--- src/rtl/pc_break_unit.sv ---
module pc_break_unit #(
  parameter int AW  = 24,
  parameter int DW  = 32,
  parameter int RAW = 3
) (
  input  logic           clk,
  input  logic           rst_n,
  input  logic           mod_stop,
  input  logic           reg_cs,
  input  logic           reg_we,
  input  logic [RAW-1:0] reg_addr,
  input  logic [DW-1:0]  reg_wdata,
  output logic [DW-1:0]  reg_rdata,
  input  logic           mon_valid,
  input  logic [AW-1:0]  mon_addr,
  input  logic [1:0]     mon_kind,
  input  logic           mon_discard,
  input  logic           cpu_owns_bus,
  output logic           irq
);
  localparam int NCH = 2;
  localparam logic [RAW-1:0] W_ADDR_A = RAW'(0);
  localparam logic [RAW-1:0] W_ADDR_B = RAW'(1);
  localparam logic [RAW-1:0] W_CTRL   = RAW'(2);
  localparam logic [RAW-1:0] W_FLAG   = RAW'(3);

  logic [AW-1:0]    cmp [NCH];
  logic [4*NCH-1:0] ctrl;
  logic [NCH-1:0]   flag, pend, armed, hit, en, ie, set_now, clr;

  wire acc_ok = reg_cs && !mod_stop;
  wire wr     = acc_ok && reg_we;
  wire rd     = acc_ok && !reg_we;
  wire live   = mon_valid && !mon_discard && !mod_stop;
  wire post   = cpu_owns_bus && !mod_stop;

  function automatic logic kind_ok(input logic [1:0] c, input logic [1:0] k);
    case (c)
      2'b00:   return k == 2'b00;
      2'b01:   return k == 2'b01;
      2'b10:   return k == 2'b10;
      default: return (k == 2'b01) || (k == 2'b10);
    endcase
  endfunction

  always_comb begin
    for (int i = 0; i < NCH; i++) begin
      en[i]  = ctrl[4*i];
      ie[i]  = ctrl[4*i+1];
      hit[i] = live && en[i] && (mon_addr == cmp[i]) && kind_ok(ctrl[4*i+2 +: 2], mon_kind);
    end
  end

  assign set_now = (hit | pend) & {NCH{post}};
  assign clr     = {NCH{wr && reg_addr == W_FLAG}} & armed & ~reg_wdata[NCH-1:0];
  assign irq     = |(flag & ie);

  always_ff @(posedge clk or negedge rst_n) begin
    if (!rst_n) begin
      cmp[0] <= '0;
      cmp[1] <= '0;
      ctrl   <= '0;
      flag   <= '0;
      pend   <= '0;
      armed  <= '0;
    end else begin
      flag <= (flag & ~clr) | set_now;
      if (!mod_stop) pend <= cpu_owns_bus ? '0 : (pend | hit);
      if (wr) begin
        case (reg_addr)
          W_ADDR_A: cmp[0] <= reg_wdata[AW-1:0];
          W_ADDR_B: cmp[1] <= reg_wdata[AW-1:0];
          W_CTRL:   ctrl   <= reg_wdata[4*NCH-1:0];
          default:  ;
        endcase
      end
      if (wr && reg_addr == W_FLAG)      armed <= '0;
      else if (rd && reg_addr == W_FLAG) armed <= armed | flag;
    end
  end

  always_comb begin
    reg_rdata = '0;
    if (rd) begin
      case (reg_addr)
        W_ADDR_A: reg_rdata[AW-1:0]    = cmp[0];
        W_ADDR_B: reg_rdata[AW-1:0]    = cmp[1];
        W_CTRL:   reg_rdata[4*NCH-1:0] = ctrl;
        W_FLAG:   reg_rdata[NCH-1:0]   = flag;
        default:  ;
      endcase
    end
  end
endmodule

--- config.mk ---
export PLATFORM = sky130hd
export DESIGN_NAME = pc_break_unit
export DESIGN_NICKNAME = d
export VERILOG_FILES = /design/src/rtl/pc_break_unit.sv
export SDC_FILE = /design/constraint.sdc
export NUM_CORES = 1
export LEC_CHECK = 0
export BUFFER_PORTS_ARGS = -buffer_cell sky130_fd_sc_hd__buf_2
export CORE_ASPECT_RATIO = 1.2
export CORE_UTILIZATION = 47
export DETAILED_ROUTE_END_ITERATION = 10
export PLACE_DENSITY = 0.76
export SYNTH_ARGS = -nofsm -noshare
export SYNTH_HDL_FRONTEND = slang
export SYNTH_SLANG_ARGS = --single-unit
--- constraint.sdc ---
create_clock -name clk -period 1.5 [get_ports clk]
set_input_delay 0.15 -clock clk [delete_from_list [all_inputs] [get_ports clk]]
set_output_delay 0.15 -clock clk [all_outputs]
set_load 0.01 [all_outputs]
==> flow_metrics.env, run 1 <==
export IMPL_layout_setup_ws_ns=-0.0613
export IMPL_grt_pass1_vias=2832
export IMPL_yosys_register_bits=62
export IMPL_clkTransAtPathRegs_ns=0.07
export IMPL_overflow=0
export IMPL_synth_cell_types=38
export IMPL_path_max_fanout=2
export IMPL_antenna_left=0
export IMPL_syn2layout_area_growth_pct=27.8
export IMPL_cpPeakStageDelay_ns=0.43
export IMPL_critPathRequiredTime_ns=1.77
export IMPL_ctsLongestPathBuffers=2
export IMPL_path_buf_inv=0
export IMPL_hold_viol=0
export IMPL_grt_setup_unrepaired="true"
export IMPL_grt_max_degree=63
export IMPL_place_gp_congestion=0.832
export IMPL_async_flop_share=1.00
export IMPL_multi_input_area_mm2=0.00194
export IMPL_synth_area_leaders="dfrtp_1, mux2_2, xor2_1, mux2_1, a22oi_1"
export IMPL_synth_edf_count=0
export IMPL_synth_ff_type="dfrtp_1"
export IMPL_yosysSeqAreaShare=0.438
export IMPL_critPathKind="reg2reg"
export IMPL_cts_num_sinks=62
export IMPL_worstSkewPairLatency_ns=0.34
export IMPL_fin_cells=513
export IMPL_whs_ns=0.0297
export IMPL_p_leak_nw=2.19
export IMPL_syn_inst=305
export IMPL_hpwl_mm=6.40
export IMPL_grt_pass1_wl_mm=14.4
export IMPL_drv_slew=0
export IMPL_sequential_cell_area_mm2=0.00155
export IMPL_dr_pass1_iters=4
export IMPL_ys_warnings_count=0
export IMPL_cts_buffers=9
export IMPL_start_util=0.487
export IMPL_diodes=0
export IMPL_wl_per_cell_um=17.5
export IMPL_ios=102
export IMPL_powerDensity_mw_per_mm2=1070
export IMPL_htree_levels=3
export IMPL_cp_start_kind="flip-flop"
export IMPL_place_inst=488
export IMPL_nets=490
export IMPL_row_count=34
export IMPL_fp_dieW_um=81.3
export IMPL_cp_arrival_ns=1.84
export IMPL_ir_drop_v=0.000742
export IMPL_antenna_found_initial=0
export IMPL_cts_tree="done"
export IMPL_cp_cell_sequence="xor2_2, nor4_4, and4_1, a41oi_2, o21ai_1"
export IMPL_die_y_um=97.1
export IMPL_core_mm2=0.00727
export IMPL_fin_crit_sh=1.04
export IMPL_die_area_mm2=0.00789
export IMPL_crit_slowest_cell="dfrtp_1"
export IMPL_synth_most_common_cell="dfrtp_1"
export IMPL_port_buffers=85
export IMPL_n_fill_cell=598
export IMPL_finalWirelength_mm=8.97
export IMPL_max_freq_ghz=0.641
export IMPL_status="finished with violations"
export IMPL_drtIter0Drc=193
export IMPL_cp_top_family="simple AND/OR/NAND/NOR gates"
export IMPL_netlist_area_mm2=0.00354
export IMPL_cp_end_kind="flip-flop"
export IMPL_drive_gt1_frac=0.437
export IMPL_cts_root_buf="clkbuf_8"
export IMPL_violations="negative setup slack"
export IMPL_synth_top_area_share=0.438
export IMPL_num_vias=2780
export IMPL_grt_util_all_layers=0.250
export IMPL_fin_crit_ns=1.56
export IMPL_synth_commonest_cells="dfrtp_1, mux2_2, xor2_1"
export IMPL_setup_violations_final=4
export IMPL_drv_cap=0
export IMPL_syn_area_per_cell_um2=11.6
export IMPL_finClkSkew_ns=0.00485
export IMPL_vias_per_cell=5.42
export IMPL_drc=0
export IMPL_min_path_type="in2reg"
export IMPL_yosys_area_top_type="dfrtp_1"
[state kept, by name (all words and copies together), names as in the netlist]
signal / count
pend: 2
cmp: 48
armed: 2
flag: 2
ctrl: 8
[what timing repair did]
| action | in CTS | in global routing |
|---|---|---|
| setup endpoints to repair | 6 | 12 |
| pin swaps | 5 | 7 |
| setup buffers | 6 | 3 |
| hold buffers | 1 | 0 |
| resized for setup | 12 | 6 |
| hold endpoints to repair | 62 | 0 |
[final timing paths]
path | depth (start not counted) | slack (ns) | start | to
worst max-delay path | 5 | -0.06 | cmp[0] | flag[1]
worst min-delay path | 2 | 0.03 | reg_wdata[18] | cmp[18]
worst max register to register | 5 | -0.06 | cmp[0] | flag[1]
worst min register to register | 2 | 0.51 | pend[0] | pend[0]
max in group asynchronous | 3 | 0.88 | rst_n | cmp[34]
min in group asynchronous | 3 | 0.34 | rst_n | cmp[43]
[power breakdown]
| part | internal (mW) | switching (mW) |
|---|---|---|
| combinational | 0.624 | 0.516 |
| sequential | 1.97 | 0.261 |
| clock | 0.761 | 0.693 |
| total | 3.35 | 1.47 |
[layout by cell type, fill, tap and decap left out, types with 3 or more instances in the layout]
master / synthesis / routed
buf_2: 5 / 85
dfrtp_1: 62 / 62
mux2_2: 38 / 36
xor2_1: 36 / 35
nor2_1: 31 / 31
buf_4: 12 / 24
mux2_1: 20 / 20
a22oi_1: 18 / 16
xnor2_1: 12 / 12
clkbuf_8: 0 / 9
conb_1: 1 / 8
a21oi_1: 8 / 7
nor4_1: 10 / 7
mux2i_1: 6 / 6
buf_12: 0 / 4
nand2_1: 3 / 3
inv_1: 3 / 3
nand2b_1: 3 / 3
nor4_4: 1 / 3
a22o_1: 3 / 3
ha_1: 3 / 3
clkinvlp_4: 0 / 3
[per-layer routing]
layer / up-vias / routed length, um / track usage
met2: 90 / 4640 / 0.406
met3: 10 / 434 / 0.0573
li1: 1299 / - / -
met5: - / 0 / 0
met1: 1381 / 3740 / 0.323
met4: 0 / 154 / 0.0865
[stage by stage]
stage | setup slack, ns | utilization | power, mW | cell area (um2) | setup TNS, ns
floorplan | 0.0133 | - | 2.85 | 3570 | 0
global placement | -0.160 | 0.574 | 3.25 | 4180 | -0.571
detailed placement | -0.252 | 0.574 | 3.29 | 4180 | -0.841
CTS | -0.00978 | 0.616 | 4.79 | 4480 | -0.0129
global route | -0.127 | 0.622 | 5.05 | 4530 | -0.618
finish | -0.0613 | 0.622 | 4.82 | 4530 | -0.103
[layout make-up]
type / count / share of cell area
repair buffers: 116 / 0.159
well taps: 90 / 0.0249
clock buffers: 10 / 0.0282
clock inverters: 6 / 0.0138
inverters: 3 / 0.00249
multi-input cells: 226 / 0.429
flip-flops and latches: 62 / 0.343
[kinds of logic (layout without fill, tap and decap cells)]
| family | after synthesis | in the layout | synth area share |
|---|---|---|---|
| muxes | 66 | 66 | 0.214 |
| and+or+nand+nor | 66 | 66 | 0.106 |
| adders and majority gates | 3 | 3 | 0.0106 |
| other | 1 | 8 | 0.00106 |
| DFF | 62 | 62 | 0.438 |
| AOI/OAI and AO/OA | 35 | 35 | 0.0675 |
| xor gates and xnor gates | 48 | 48 | 0.119 |
| buffers and inverters | 24 | 135 | 0.0442 |
(Power assumes the default switching activity.)
==> run 2, diff against run 1 <==
--- a/config.mk
+++ b/config.mk
@@ -6,10 +6,12 @@
 export NUM_CORES = 1
 export LEC_CHECK = 0
 export BUFFER_PORTS_ARGS = -buffer_cell sky130_fd_sc_hd__buf_2
+export CELL_PAD_IN_SITES_DETAIL_PLACEMENT = 0
+export CELL_PAD_IN_SITES_GLOBAL_PLACEMENT = 2
 export CORE_ASPECT_RATIO = 1.2
-export CORE_UTILIZATION = 47
+export CORE_UTILIZATION = 30
 export DETAILED_ROUTE_END_ITERATION = 10
-export PLACE_DENSITY = 0.76
+export PLACE_DENSITY_LB_ADDON = 0.1
 export SYNTH_ARGS = -nofsm -noshare
 export SYNTH_HDL_FRONTEND = slang
 export SYNTH_SLANG_ARGS = --single-unit
==> constraint.sdc (replaced) <==
create_clock -name clk -period 1.4 [get_ports clk]
set_input_delay 0.14 -clock clk [delete_from_list [all_inputs] [get_ports clk]]
set_output_delay 0.14 -clock clk [all_outputs]
set_load 0.01 [all_outputs]
==> run 2 against run 1 <==
Against the previous run: the run still ends with negative setup slack left; utilization fell by 17 points; total power rose by 32%; maximum frequency rose by 2.6%; non-clock buffer count rose by 33; clock power rose by 63%; largest cell class unchanged.
==> flow_metrics.env, run 2 (synthesis gave the netlist of run 1 again) <==
export IMPL_status="finished with violations"
export IMPL_violations="negative setup slack"
export IMPL_reg_largest_list="cmp x48, ctrl x8"
export IMPL_finClkSkew_ns=0.00446
export IMPL_cts_tree="done"
export IMPL_sequential_cell_area_mm2=0.00155
export IMPL_max_freq_ghz=0.657
export IMPL_drv_cap=0
export IMPL_die_y_um=121
export IMPL_cp_start_kind="flip-flop"
export IMPL_start_util=0.308
export IMPL_cts_num_sinks=62
export IMPL_final_common_cell="buf_2"
export IMPL_cp_arrival_ns=1.78
export IMPL_die_area_mm2=0.0122
export IMPL_num_vias=2814
export IMPL_power_share_switching=0.269
export IMPL_powerDensity_mw_per_mm2=1220
export IMPL_dr_pass1_iters=4
export IMPL_cp_end_kind="flip-flop"
export IMPL_wl_per_cell_um=17.2
export IMPL_multi_input_area_mm2=0.00211
export IMPL_syn2layout_area_growth_pct=47.0
export IMPL_fin_crit_ns=1.52
export IMPL_port_buffers=85
export IMPL_grt_max_degree=63
export IMPL_n_fill_cell=1142
export IMPL_drtIter0Drc=53
export IMPL_grt_util_all_layers=0.187
export IMPL_power_switching_mw=1.71
export IMPL_pwr_share_seq=0.374
export IMPL_fin_cells=613
export IMPL_critPathRequiredTime_ns=1.65
export IMPL_fin_crit_sh=1.09
export IMPL_hold_viol=0
export IMPL_fin_util=0.452
export IMPL_pre_cts_slack_ns=-0.236
export IMPL_diodes=0
export IMPL_ctsLongestPathBuffers=2
export IMPL_grt_pass1_vias=2958
export IMPL_fin_area_mm2=0.00521
export IMPL_p_int_mw=4.66
export IMPL_drc=0
export IMPL_final_cell_mix="buf_2, dfrtp_1, buf_4, mux2_2, xor2_1"
export IMPL_place_gp_congestion=0.736
export IMPL_finalWirelength_mm=10.5
export IMPL_p_leak_nw=2.49
export IMPL_critPathKind="reg2reg"
export IMPL_setup_violations_final=10
export IMPL_worstSkewPairLatency_ns=0.33
export IMPL_antenna_left=0
export IMPL_clkTransAtPathRegs_ns=0.05
export IMPL_path_max_fanout=3
export IMPL_min_path_type="in2reg"
export IMPL_ir_drop_v=0.000615
export IMPL_row_count=43
export IMPL_placed_area_mm2=0.00466
export IMPL_grt_setup_unrepaired="true"
export IMPL_cts_buffers=9
export IMPL_combinationalPowerShare=0.256
export IMPL_cts_root_buf="clkbuf_16"
export IMPL_grt_pass1_wl_mm=16.6
export IMPL_core_mm2=0.0115
export IMPL_largest_reg_flops=48
export IMPL_p_clk_frac=0.370
export IMPL_ios=102
export IMPL_hpwl_mm=7.91
export IMPL_vias_per_cell=4.59
export IMPL_layout_setup_ws_ns=-0.122
export IMPL_htree_levels=3
export IMPL_drv_slew=0
export IMPL_whs_ns=0.0577
export IMPL_antenna_found_initial=0
export IMPL_overflow=0
export IMPL_place_inst=591
export IMPL_nets=523
export IMPL_largest_register="cmp"
export IMPL_drive_gt1_frac=0.572
export IMPL_fp_dieW_um=101
[run 2: changes by cell type in the layout (fill, tap and decap cells not counted), moves of 3 or more]
| cell | delta |
|---|---|
| mux2_4 | +19 |
| xnor2_2 | +4 |
| mux2_1 | -20 |
| clkbuf_16 | +9 |
| clkbuf_8 | -5 |
| buf_6 | +8 |
| buf_4 | +23 |
| xnor2_1 | -4 |
| a22oi_2 | +14 |
| a22oi_1 | -14 |
| clkinvlp_4 | -3 |
[run 2: layout make-up]
class                      count  share of cell area
clock buffer                  13              0.0538
clock inverter                 3             0.00769
inverter                       3             0.00216
multi-input combinational    226               0.405
sequential                    62               0.298
tap                          157              0.0377
timing repair buffer         149               0.196
[run 2: power by group through the flow]
stage          clock [mW]  combinational (mW)  sequential [mW]
2_1_floorplan           0               0.790             2.37
3_3_place_gp            0                1.51             2.38
3_5_place_dp            0                1.51             2.39
4_1_cts              2.40                1.60             2.36
5_1_grt              2.48                1.78             2.43
6_report             2.36                1.63             2.38
[run 2: repair_timing]
item                                    4_1_cts  5_1_grt
hold endpoints to repair                     62        0
setup buffers                                 5        0
hold buffers                                  1        0
gates resized for setup                      13       25
endpoints found under the setup margin       14       26
pin swaps                                    13        5
[run 2: per-layer routing]
metal	vias up	routed length [um]	GRT usage
li1	1364	-	-
met1	1381	4920	0.256
met2	59	5130	0.301
met3	10	356	0.0265
met4	0	142	0.0652
met5	-	0	0
[run 2: per-stage QoR]
stage          power, mW  setup TNS, ns
6_report            6.37         -0.960
5_1_grt             6.69          -1.96
4_1_cts             6.37          -1.21
3_5_place_dp        3.90          -6.03
3_3_place_gp        3.89          -5.86
2_1_floorplan       3.16         -0.465
[run 2: worst max-delay path, cell delays in order (launching register included)]
cell and delay [ns]:
dfrtp_1 0.41, xor2_1 0.19, nor4_1 0.34, and4_1 0.27
a41oi_2 0.11, o21ai_1 0.13
[run 2: worst paths after layout]
check / start / to / slack (ns) / depth (start not counted)
setup / recovery: cmp[43] / flag[0] / -0.12 / 5
hold / removal: reg_wdata[15] / cmp[15] / 0.06 / 2
setup reg to reg: cmp[43] / flag[0] / -0.12 / 5
hold reg to reg: pend[0] / pend[0] / 0.50 / 2
max in group asynchronous: rst_n / cmp[29] / 0.74 / 3
min in group asynchronous: rst_n / cmp[14] / 0.36 / 3
==> run 3, diff against run 2 <==
--- a/config.mk
+++ b/config.mk
@@ -9,7 +9,7 @@
 export CELL_PAD_IN_SITES_DETAIL_PLACEMENT = 0
 export CELL_PAD_IN_SITES_GLOBAL_PLACEMENT = 2
 export CORE_ASPECT_RATIO = 1.2
-export CORE_UTILIZATION = 30
+export CORE_UTILIZATION = 36
 export DETAILED_ROUTE_END_ITERATION = 10
 export PLACE_DENSITY_LB_ADDON = 0.1
 export SYNTH_ARGS = -nofsm -noshare
==> constraint.sdc (replaced) <==
create_clock -name clk -period 1.9 [get_ports clk]
set_input_delay 0.19 -clock clk [delete_from_list [all_inputs] [get_ports clk]]
set_output_delay 0.19 -clock clk [all_outputs]
set_load 0.01 [all_outputs]
==> run 3 against run 2 <==
Against the previous run: the flow now finishes without violations; wire length shrank 10%; critical path depth fell by 1; final area decreased by 14%; combinational power down 54%.
==> flow_metrics.env, run 3 (synthesis gave the netlist of run 1 again) <==
export IMPL_worstSkewPairLatency_ns=0.33
export IMPL_drc=0
export IMPL_cp_start_kind="flip-flop"
export IMPL_port_buffers=85
export IMPL_grt_pass1_vias=2705
export IMPL_htree_levels=3
export IMPL_powerDensity_mw_per_mm2=952
export IMPL_p_leak_nw=2.15
export IMPL_clkTransAtPathRegs_ns=0.05
export IMPL_cts_buffers=9
export IMPL_cts_num_sinks=62
export IMPL_hold_end="cmp[9]"
export IMPL_cpPeakStageDelay_ns=0.41
export IMPL_hold_depth=2
export IMPL_post_cts_buffers=0
export IMPL_cts_tree="done"
export IMPL_antenna_left=0
export IMPL_drive_gt1_frac=0.391
export IMPL_fin_crit_sh=0.855
export IMPL_grt_setup_unrepaired="false"
export IMPL_syn2layout_area_growth_pct=25.7
export IMPL_fin_tns_setup_ns=0
export IMPL_core_mm2=0.00956
export IMPL_fin_cells=527
export IMPL_relSlewSlack=0.644
export IMPL_finClkSkew_ns=0.00524
export IMPL_nets=471
export IMPL_setup_violations_final=0
export IMPL_fin_crit_ns=1.62
export IMPL_path_max_fanout=4
export IMPL_grt_max_degree=63
export IMPL_status="completed"
export IMPL_die_area_mm2=0.0102
export IMPL_max_freq_ghz=0.616
export IMPL_cp_arrival_ns=1.43
export IMPL_ctsLongestPathBuffers=2
export IMPL_grt_pass1_wl_mm=15.0
export IMPL_cp_cell_sequence="mux2_2, a22oi_1, a21oi_1, buf_2"
export IMPL_num_vias=2610
export IMPL_wl_per_cell_um=18.0
export IMPL_hold_viol=0
export IMPL_die_y_um=111
export IMPL_finalWirelength_mm=9.47
export IMPL_cp_end_kind="output port"
export IMPL_ir_drop_v=0.000449
export IMPL_antenna_found_initial=0
export IMPL_hold_path_startpoint="reg_wdata[9]"
export IMPL_tightest_slew_ns=0.533
export IMPL_place_gp_congestion=0.752
export IMPL_dr_pass1_iters=4
export IMPL_final_cell_mix="buf_2, dfrtp_1, mux2_2, xor2_1, nor2_1"
export IMPL_drtIter0Drc=73
export IMPL_cts_root_buf="clkbuf_16"
export IMPL_fp_dieW_um=92.6
export IMPL_reg_largest_list="cmp x48, ctrl x8"
export IMPL_reg2reg_slack_ns=0.30
export IMPL_cp_top_family="flip-flops"
export IMPL_critPathKind="reg2out"
export IMPL_overflow=0
export IMPL_grt_util_all_layers=0.200
export IMPL_place_inst=510
export IMPL_vias_per_cell=4.95
export IMPL_row_count=39
export IMPL_largest_reg_flops=48
export IMPL_r2r_end="flag[0]"
export IMPL_min_path_type="in2reg"
export IMPL_crit_slowest_cell="dfrtp_1"
export IMPL_cts_resized_gates=0
export IMPL_start_util=0.370
export IMPL_largest_register="cmp"
export IMPL_diodes=0
export IMPL_drv_slew=0
export IMPL_path_buf_inv=1
export IMPL_r2r_start="cmp[28]"
export IMPL_final_common_cell="buf_2"
export IMPL_drv_cap=0
export IMPL_ios=102
export IMPL_rr_worst_depth=5
export IMPL_hpwl_mm=6.92
export IMPL_critPathRequiredTime_ns=1.71
==> run 3: changes by cell type in the layout (fill, tap and decap cells not counted), moves of 3 or more <==
cell,change
mux2_4,-21
nor4_2,-3
mux2_1,+20
nor4_1,+3
a22oi_2,-16
buf_4,-39
a22oi_1,+16
xnor2_2,-4
buf_6,-10
buf_12,-3
xnor2_1,+4
==> run 3: repair_timing <==
item | CTS | global route
setup endpoints to repair | 0 | 0
hold endpoints to repair | 62 | 0
hold buffers | 1 | 0
==> run 3: cell type report <==
class / count / area, um2
fill: 984 / 5110
sequential: 62 / 1550
inverter: 3 / 11.3
clock inverter: 3 / 40.0
timing repair buffer: 97 / 556
multi-input combinational: 226 / 1860
tap: 123 / 154
clock buffer: 13 / 280
==> run 3: report_power, final <==
| group | switching [mW] | leakage, nW | internal, mW |
|---|---|---|---|
| Sequential | 0.212 | 0.800 | 1.56 |
| Combinational | 0.344 | 1.19 | 0.406 |
| Clock | 0.567 | 0.162 | 1.15 |
| Total | 1.12 | 2.15 | 3.12 |
==> run 3: worst max-delay path by stage <==
stage	start	endpoint	slack [ns]	cells past startpoint
6_report	flag[1]	reg_rdata[1]	0.28	4
5_1_grt	cmp[6]	flag[1]	0.12	5
4_1_cts	cmp[6]	flag[1]	0.24	5
3_5_place_dp	mon_kind[0]	flag[1]	0.15	7
3_3_place_gp	mon_kind[0]	flag[0]	0.17	7
2_1_floorplan	reg_we	reg_rdata[0]	0.36	5
==> run 3: through the flow <==
| step | worst slack [ns] | cell area (um2) | util | total power [mW] | hold slack, ns |
|---|---|---|---|---|---|
| after floorplan | 0.358 | 3570 | - | 2.25 | -0.106 |
| after global placement | 0.165 | 4120 | 0.431 | 2.54 | 0.237 |
| after detailed placement | 0.149 | 4120 | 0.431 | 2.55 | 0.233 |
| after CTS | 0.239 | 4450 | 0.466 | 4.30 | 0.0848 |
| after global routing | 0.121 | 4450 | 0.466 | 4.47 | 0.0899 |
| final | 0.276 | 4450 | 0.466 | 4.24 | 0.0927 |
==> run 3: per-layer routing <==
layer | global-route usage | share of wire
met1 | 0.266 | 0.45
met2 | 0.325 | 0.49
met3 | 0.0405 | 0.051
met4 | 0.0594 | 0.012
met5 | 0 | 0
